$ cat src/rtl/sgdma_engine.sv
module sgdma_engine #(
  parameter int AW = 32,
  parameter int CW = 24,
  parameter int PG = 12
) (
  input  logic          clk,
  input  logic          rst_n,
  input  logic          reg_we,
  input  logic [2:0]    reg_addr,
  input  logic [31:0]   reg_wdata,
  output logic [31:0]   reg_rdata,
  output logic          mem_req,
  output logic          mem_we,
  output logic [AW-1:0] mem_addr,
  output logic [31:0]   mem_wdata,
  output logic [3:0]    mem_be,
  input  logic          mem_rsp_valid,
  input  logic          mem_rsp_err,
  input  logic [31:0]   mem_rsp_data,
  output logic          dev_out_valid,
  output logic [7:0]    dev_out_data,
  input  logic          dev_out_ready,
  input  logic          dev_in_valid,
  input  logic [7:0]    dev_in_data,
  output logic          dev_in_ready
);
  localparam int PW = AW - 2;
  localparam logic [1:0] OP_IDLE = 2'd0, OP_START = 2'd1, OP_ABORT = 2'd2, OP_BLAST = 2'd3;

  typedef enum logic [2:0] {S_IDLE, S_FETCH, S_RD, S_EMIT, S_FILL, S_WR, S_STOP} st_t;

  st_t           st;
  logic [1:0]    op;
  logic          to_mem, list_en, flush;
  logic          f_err, f_abt, f_done, f_bcmp;
  logic [CW-1:0] cnt;
  logic [PG-1:0] off;
  logic [AW-1:0] base, addr, waddr;
  logic [PW-1:0] pidx;
  logic [31:0]   rbuf, wbuf;
  logic [3:0]    wbe;

  wire       ctl_wr   = reg_we && reg_addr == 3'd0;
  wire [1:0] wop      = reg_wdata[1:0];
  wire       running  = st != S_IDLE && st != S_STOP;
  wire       rsp      = mem_req && mem_rsp_valid;
  wire [1:0] lane     = addr[1:0];
  wire       last     = cnt == CW'(1);
  wire       page_end = &addr[PG-1:0];

  assign mem_req       = st == S_FETCH || st == S_RD || st == S_WR;
  assign mem_we        = st == S_WR;
  assign mem_addr      = st == S_FETCH ? base + {pidx, 2'b00} :
                         st == S_WR    ? waddr : {addr[AW-1:2], 2'b00};
  assign mem_wdata     = wbuf;
  assign mem_be        = st == S_WR ? wbe : 4'b0000;
  assign dev_out_valid = st == S_EMIT;
  assign dev_out_data  = rbuf[8*lane +: 8];
  assign dev_in_ready  = st == S_FILL && !ctl_wr;

  always_comb begin
    case (reg_addr)
      3'd0:    reg_rdata = {28'd0, list_en, to_mem, op};
      3'd1:    reg_rdata = 32'(cnt);
      3'd2:    reg_rdata = 32'(off);
      3'd3:    reg_rdata = 32'(base);
      3'd4:    reg_rdata = {27'd0, op != OP_IDLE, f_bcmp, f_done, f_abt, f_err};
      default: reg_rdata = 32'd0;
    endcase
  end

  always_ff @(posedge clk) begin
    if (!rst_n) begin
      st <= S_IDLE; op <= OP_IDLE; to_mem <= 1'b0; list_en <= 1'b0; flush <= 1'b0;
      f_err <= 1'b0; f_abt <= 1'b0; f_done <= 1'b0; f_bcmp <= 1'b0;
      cnt <= '0; off <= '0; base <= '0; addr <= '0; waddr <= '0; pidx <= '0;
      rbuf <= '0; wbuf <= '0; wbe <= '0;
    end else begin
      if (ctl_wr) op <= wop;
      if (reg_we && st == S_IDLE) begin
        case (reg_addr)
          3'd0: begin to_mem <= reg_wdata[2]; list_en <= reg_wdata[3]; end
          3'd1: cnt  <= reg_wdata[CW-1:0];
          3'd2: off  <= reg_wdata[PG-1:0];
          3'd3: base <= reg_wdata[AW-1:0];
          default: ;
        endcase
      end
      if (ctl_wr && wop == OP_IDLE) begin
        st <= S_IDLE; flush <= 1'b0; wbe <= '0;
        f_err <= 1'b0; f_abt <= 1'b0; f_done <= 1'b0; f_bcmp <= 1'b0;
      end else if (ctl_wr && wop == OP_START && st == S_IDLE) begin
        pidx <= '0;
        addr <= base + AW'(off);
        if (cnt == '0) begin f_done <= 1'b1; st <= S_STOP; end
        else if (reg_wdata[3]) st <= S_FETCH;
        else st <= reg_wdata[2] ? S_FILL : S_RD;
      end else if (ctl_wr && wop == OP_ABORT && running) begin
        f_abt <= 1'b1; st <= S_STOP;
      end else if (ctl_wr && wop == OP_BLAST && st == S_FILL) begin
        if (wbe != 4'b0000) begin flush <= 1'b1; st <= S_WR; end
        else begin f_bcmp <= 1'b1; st <= S_STOP; end
      end else begin
        case (st)
          S_FETCH: if (rsp) begin
            if (mem_rsp_err) begin f_err <= 1'b1; st <= S_STOP; end
            else begin
              addr <= {mem_rsp_data[AW-1:PG], pidx == '0 ? off : PG'(0)};
              pidx <= pidx + 1'b1;
              st   <= to_mem ? S_FILL : S_RD;
            end
          end
          S_RD: if (rsp) begin
            if (mem_rsp_err) begin f_err <= 1'b1; st <= S_STOP; end
            else begin rbuf <= mem_rsp_data; st <= S_EMIT; end
          end
          S_EMIT: if (dev_out_ready) begin
            addr <= addr + 1'b1;
            cnt  <= cnt - 1'b1;
            if (last) begin f_done <= 1'b1; st <= S_STOP; end
            else if (list_en && page_end) st <= S_FETCH;
            else if (lane == 2'd3) st <= S_RD;
          end
          S_FILL: if (dev_in_valid) begin
            wbuf[8*lane +: 8] <= dev_in_data;
            wbe[lane] <= 1'b1;
            waddr <= {addr[AW-1:2], 2'b00};
            addr  <= addr + 1'b1;
            cnt   <= cnt - 1'b1;
            if (last || lane == 2'd3) st <= S_WR;
          end
          S_WR: if (rsp) begin
            wbe <= '0;
            if (mem_rsp_err) begin f_err <= 1'b1; st <= S_STOP; end
            else if (flush) begin flush <= 1'b0; f_bcmp <= 1'b1; st <= S_STOP; end
            else if (cnt == '0) begin f_done <= 1'b1; st <= S_STOP; end
            else if (list_en && addr[PG-1:0] == '0) st <= S_FETCH;
            else st <= S_FILL;
          end
          default: ;
        endcase
      end
    end
  end

  // Requests are held unchanged until answered.
  p_req_hold_r6: assert property (@(posedge clk) disable iff (!rst_n)
    (mem_req && !mem_rsp_valid && !ctl_wr) |=> (mem_req && $stable(mem_addr)));

  p_done_zero_r6: assert property (@(posedge clk) disable iff (!rst_n)
    f_done |-> cnt == '0);

  p_abort_stop_r9: assert property (@(posedge clk) disable iff (!rst_n)
    (ctl_wr && wop == OP_ABORT && running) |=> (!mem_req && f_abt));

  p_flags_excl_r9: assert property (@(posedge clk) disable iff (!rst_n)
    $onehot0({f_err, f_abt, f_done, f_bcmp}));

  p_err_halt_r10: assert property (@(posedge clk) disable iff (!rst_n)
    (rsp && mem_rsp_err && !ctl_wr) |=> (f_err && !mem_req));

  p_stop_quiet_r10: assert property (@(posedge clk) disable iff (!rst_n)
    (f_err || f_abt || f_done || f_bcmp) |-> (!mem_req && !dev_out_valid && !dev_in_ready));

  p_idle_clear_r1: assert property (@(posedge clk) disable iff (!rst_n)
    (ctl_wr && wop == OP_IDLE) |=> (!f_err && !f_abt && !f_done && !f_bcmp && !mem_req && !dev_in_ready));
endmodule

$ cat config.mk
export PLATFORM = sky130hd
export DESIGN_NAME = sgdma_engine
export DESIGN_NICKNAME = d
export VERILOG_FILES = /design/src/rtl/sgdma_engine.sv
export SDC_FILE = /design/constraint.sdc
export NUM_CORES = 1
export LEC_CHECK = 0
export ABC_AREA = 1
export BUFFER_PORTS_ARGS = -buffer_cell sky130_fd_sc_hd__buf_2
export CAP_MARGIN = 15
export CORE_ASPECT_RATIO = 0.8
export CORE_MARGIN = 3
export CORE_UTILIZATION = 40
export DETAILED_ROUTE_END_ITERATION = 6
export MAX_ROUTING_LAYER = met4
export SYNTH_ARGS = -nofsm -noshare
export SYNTH_HDL_FRONTEND = slang
export SYNTH_SLANG_ARGS = --single-unit
$ cat constraint.sdc
create_clock -name clk -period 4.21 [get_ports clk]
set_input_delay 0.2105 -clock clk [delete_from_list [all_inputs] [get_ports clk]]
set_output_delay 0.2105 -clock clk [all_outputs]
set_load 0.02 [all_outputs]
==> impl_results.md <==
* First-pass GRT wire length at about 110000 um
* RSZ-0062 raised after global routing: false
* Fraction of the mapped netlist area in simple logic gates at around a third
* Worst EP required at 4000 ps
* Final #Nets at 3062
* Total wire length at about 69000 um
* Status: completed
* Yosys cell types at between 50 and 60
* Synth Area in Adders at under 10%
* Grt total ovfl at 0
* CTS buffer count at 29
* Vias in the first global route at ~18k
* I/O pins at 194
* Ys Warns at 0
* Crit end category: primary output
* Slowest stage cell, crit path: o221ai_1
* Syn avg cell area at about 6.2 um2
* Mux contribution to synthesized area at 0%
* Reg clk slew, reported paths at 60 ps
* Final Non-Filler Cells at roughly 3.5k
* Post-cts sizing count at 0
* Initial antenna violation count at 2
* Mapped Cells at roughly 2.7k
* Clock tree buffer depth at 3
* Synth Area in Compound Gates at just under 20%
* PD cells at approximately 490 nW/um2
* Crit share post-route at between 70% and 80%
* TNS Setup at 0 ps
* Asr flop ratio synth at 0%
* CTS H-tree depth at 1
* Post-synth EDFFs at 0
* DRC viols at 0
* Cell Count Post-Placement at between 3k and 4k
* #FFs+latches synth at between 200 and 250
* Worst Skew at ~14 ps
* Root Buffer: clkbuf_16
* Arrival time worst endpoint at 3090 ps
* Most common cell after layout, fill and taps aside: nand2_1
* CP delay by family, top: buffers and inverters
* Tot GR Track Use at a little under a third
* Hold_buf cts at 64
* DRT Pass-1 Iters at 6
* Slew headroom at between 20% and 30%
* Hold Crit Class: in -> reg
* Vias per cell at roughly 5.5
* Area growth syn-to-layout at 17.0%
* Iteration-0 DRC Markers at 1894
* CP peak stage delay at a little under 600 ps
* Min Tclk post-route at between 3000 and 4000 ps
* CP Max Fanout at 36
* Syn nets at ~2.9k
* CTS Sinks at 240
* Post-CTS Setup Inserts at 0
* Leakage at a little over 8 nW
* Clock latency at the later pin of the worst-skew pair at between 500 and 600 ps
* Dpl hpwl at ~53000 um
* Max-slew violations at 0
* Tightest Pin Transition at 1080 ps
* IO buf count at ~190
* WL/cell at 19.6 um
* Total Power at approximately 9.7 mW
* Top FF cell, synth: dfxtp_1
* ANT nets after route at 0
* DIE HEIGHT at roughly 190 um
* Mapped Area at 16800 um2
* Final hold violation count at 0
* Synth Area in XOR/XNOR at about 2.7%
* CP bufs+invs at 4
* Initial core utilization at roughly two fifths
* Final GP Congestion at approximately 0.98
* CTS tree: yes
* Seq/Total Area, Yosys at about 29%
* Crit-path cells: inv_2 > nor2_2 > clkinv_1 > buf_4 > o221ai_1 > buf_2
* Final setup viols at 0
* Die area at between 40000 and 50000 um2
* Fmax at a little over 300 MHz
* CP Launch Type: register
* Maximum VDD drop at 0.000569 V
* Most frequent cells in the layout: 599 x nand2_1, 414 x nor2_1, 275 x inv_1, 251 x a21oi_1, 242 x o21ai_0
* DR vias at 19.2k
* # rows at between 60 and 70
* Crit Path Class: reg -> out
* Largest family of logic cells by synthesized area: simple AND/OR/NAND/NOR gates
* Ratio of cells with drive above 1 in the final layout at between 10% and 20%
* Max-cap check violation count at 0
* Core ar. at between 40000 and 50000 um2
* Die Span X at ~240 um
* Largest net degree at the start of global routing at 120
## report_power, final
| part | leakage [nW] | switching, mW | internal, mW |
|---|---|---|---|
| Sequential | 1.94 | 0.391 | 2.60 |
| Combinational | 5.88 | 2.77 | 1.31 |
| Clock | 0.475 | 1.06 | 1.55 |
## metrics by stage
stage,hold WS (ps),cell area (um2),setup WS [ps],utilization (%)
5_1_grt,17.1,19700,712,47.9
4_1_cts,1.34,19600,924,47.8
6_report,5.97,19700,912,47.9
3_3_place_gp,440,18000,1390,43.9
3_5_place_dp,447,18000,1230,43.9
2_1_floorplan,345,16800,1950,-
## flip-flops by register name, summed over array words and instances, names as in the netlist, 12 cells and up
signal / flops
off: 12
pidx: 30
rbuf: 32
cnt: 24
base: 32
addr: 32
waddr: 30
mem_wdata: 32
## synthesized netlist by cell type (4+ instances only)
master | n | area (um2)
o21ai_0 | 242 | 1210
buf_6 | 17 | 191
or2_2 | 6 | 37.5
xor2_1 | 44 | 385
inv_2 | 9 | 33.8
nor3_1 | 65 | 325
buf_1 | 4 | 15.0
o21bai_1 | 14 | 105
buf_2 | 16 | 80.1
nand3b_1 | 7 | 52.6
o211ai_1 | 10 | 75.1
dfxtp_1 | 240 | 4800
nor2_4 | 4 | 45.0
a21oi_1 | 251 | 1260
inv_1 | 275 | 1030
xnor2_1 | 8 | 70.1
nor2_2 | 6 | 37.5
o21ai_1 | 25 | 125
nor4_1 | 10 | 62.6
nand2_1 | 599 | 2250
o221ai_1 | 12 | 105
nand3_2 | 4 | 40.0
o22ai_1 | 38 | 238
ha_1 | 52 | 651
a22oi_1 | 4 | 30.0
clkbuf_1 | 64 | 240
clkinv_1 | 6 | 22.5
nor2_1 | 415 | 1560
nand3_1 | 181 | 906
nand4_1 | 45 | 282
buf_4 | 5 | 37.5
## final timing paths
kind	cells after the start	slack [ps]	to	from
worst max-delay path	6	910	mem_addr[6]	st[2]
worst min-delay path	3	6	rbuf[24]	mem_rsp_data[24]
worst max register to register	8	1150	mem_wdata[20]	addr[1]
worst min register to register	2	460	waddr[11]	waddr[11]
## cells by family (layout without fill, tap and decap cells)
kind of cell | after synthesis | after routing
xor+xnor | 52 | 52
fa+ha+maj | 54 | 54
compound gates | 615 | 615
buf+inv | 399 | 622
flops | 240 | 240
other cells | 0 | 1
simple gates | 1365 | 1365
## worst min-delay path, delay by kind of cell
kind | cells | cell delay [ps]
compound gates | 1 | 120
buf+inv | 1 | 110
simple gates | 1 | 100
## layer usage
metal / wire, um / vias to the layer above / global-route usage [%] / share of wire (%)
met5: 0 / - / - / 0
met4: 1860 / 0 / 7.62 / 2.7
met3: 5660 / 103 / 5.23 / 8.3
met2: 29700 / 734 / 47.0 / 43
met1: 31400 / 8990 / 42.1 / 46
li1: - / 9422 / - / -
## area by class of cell
type,count,area [um2]
well taps,544,681
clock inverters,11,135
diodes,1,2.50
fillers,4389,21400
clock buffers,42,835
inverters,291,1090
flip-flops and latches,240,4800
multi-input cells,2086,10300
repair buffers,278,1790
No activity file was read; power rests on OpenSTA's default activity.
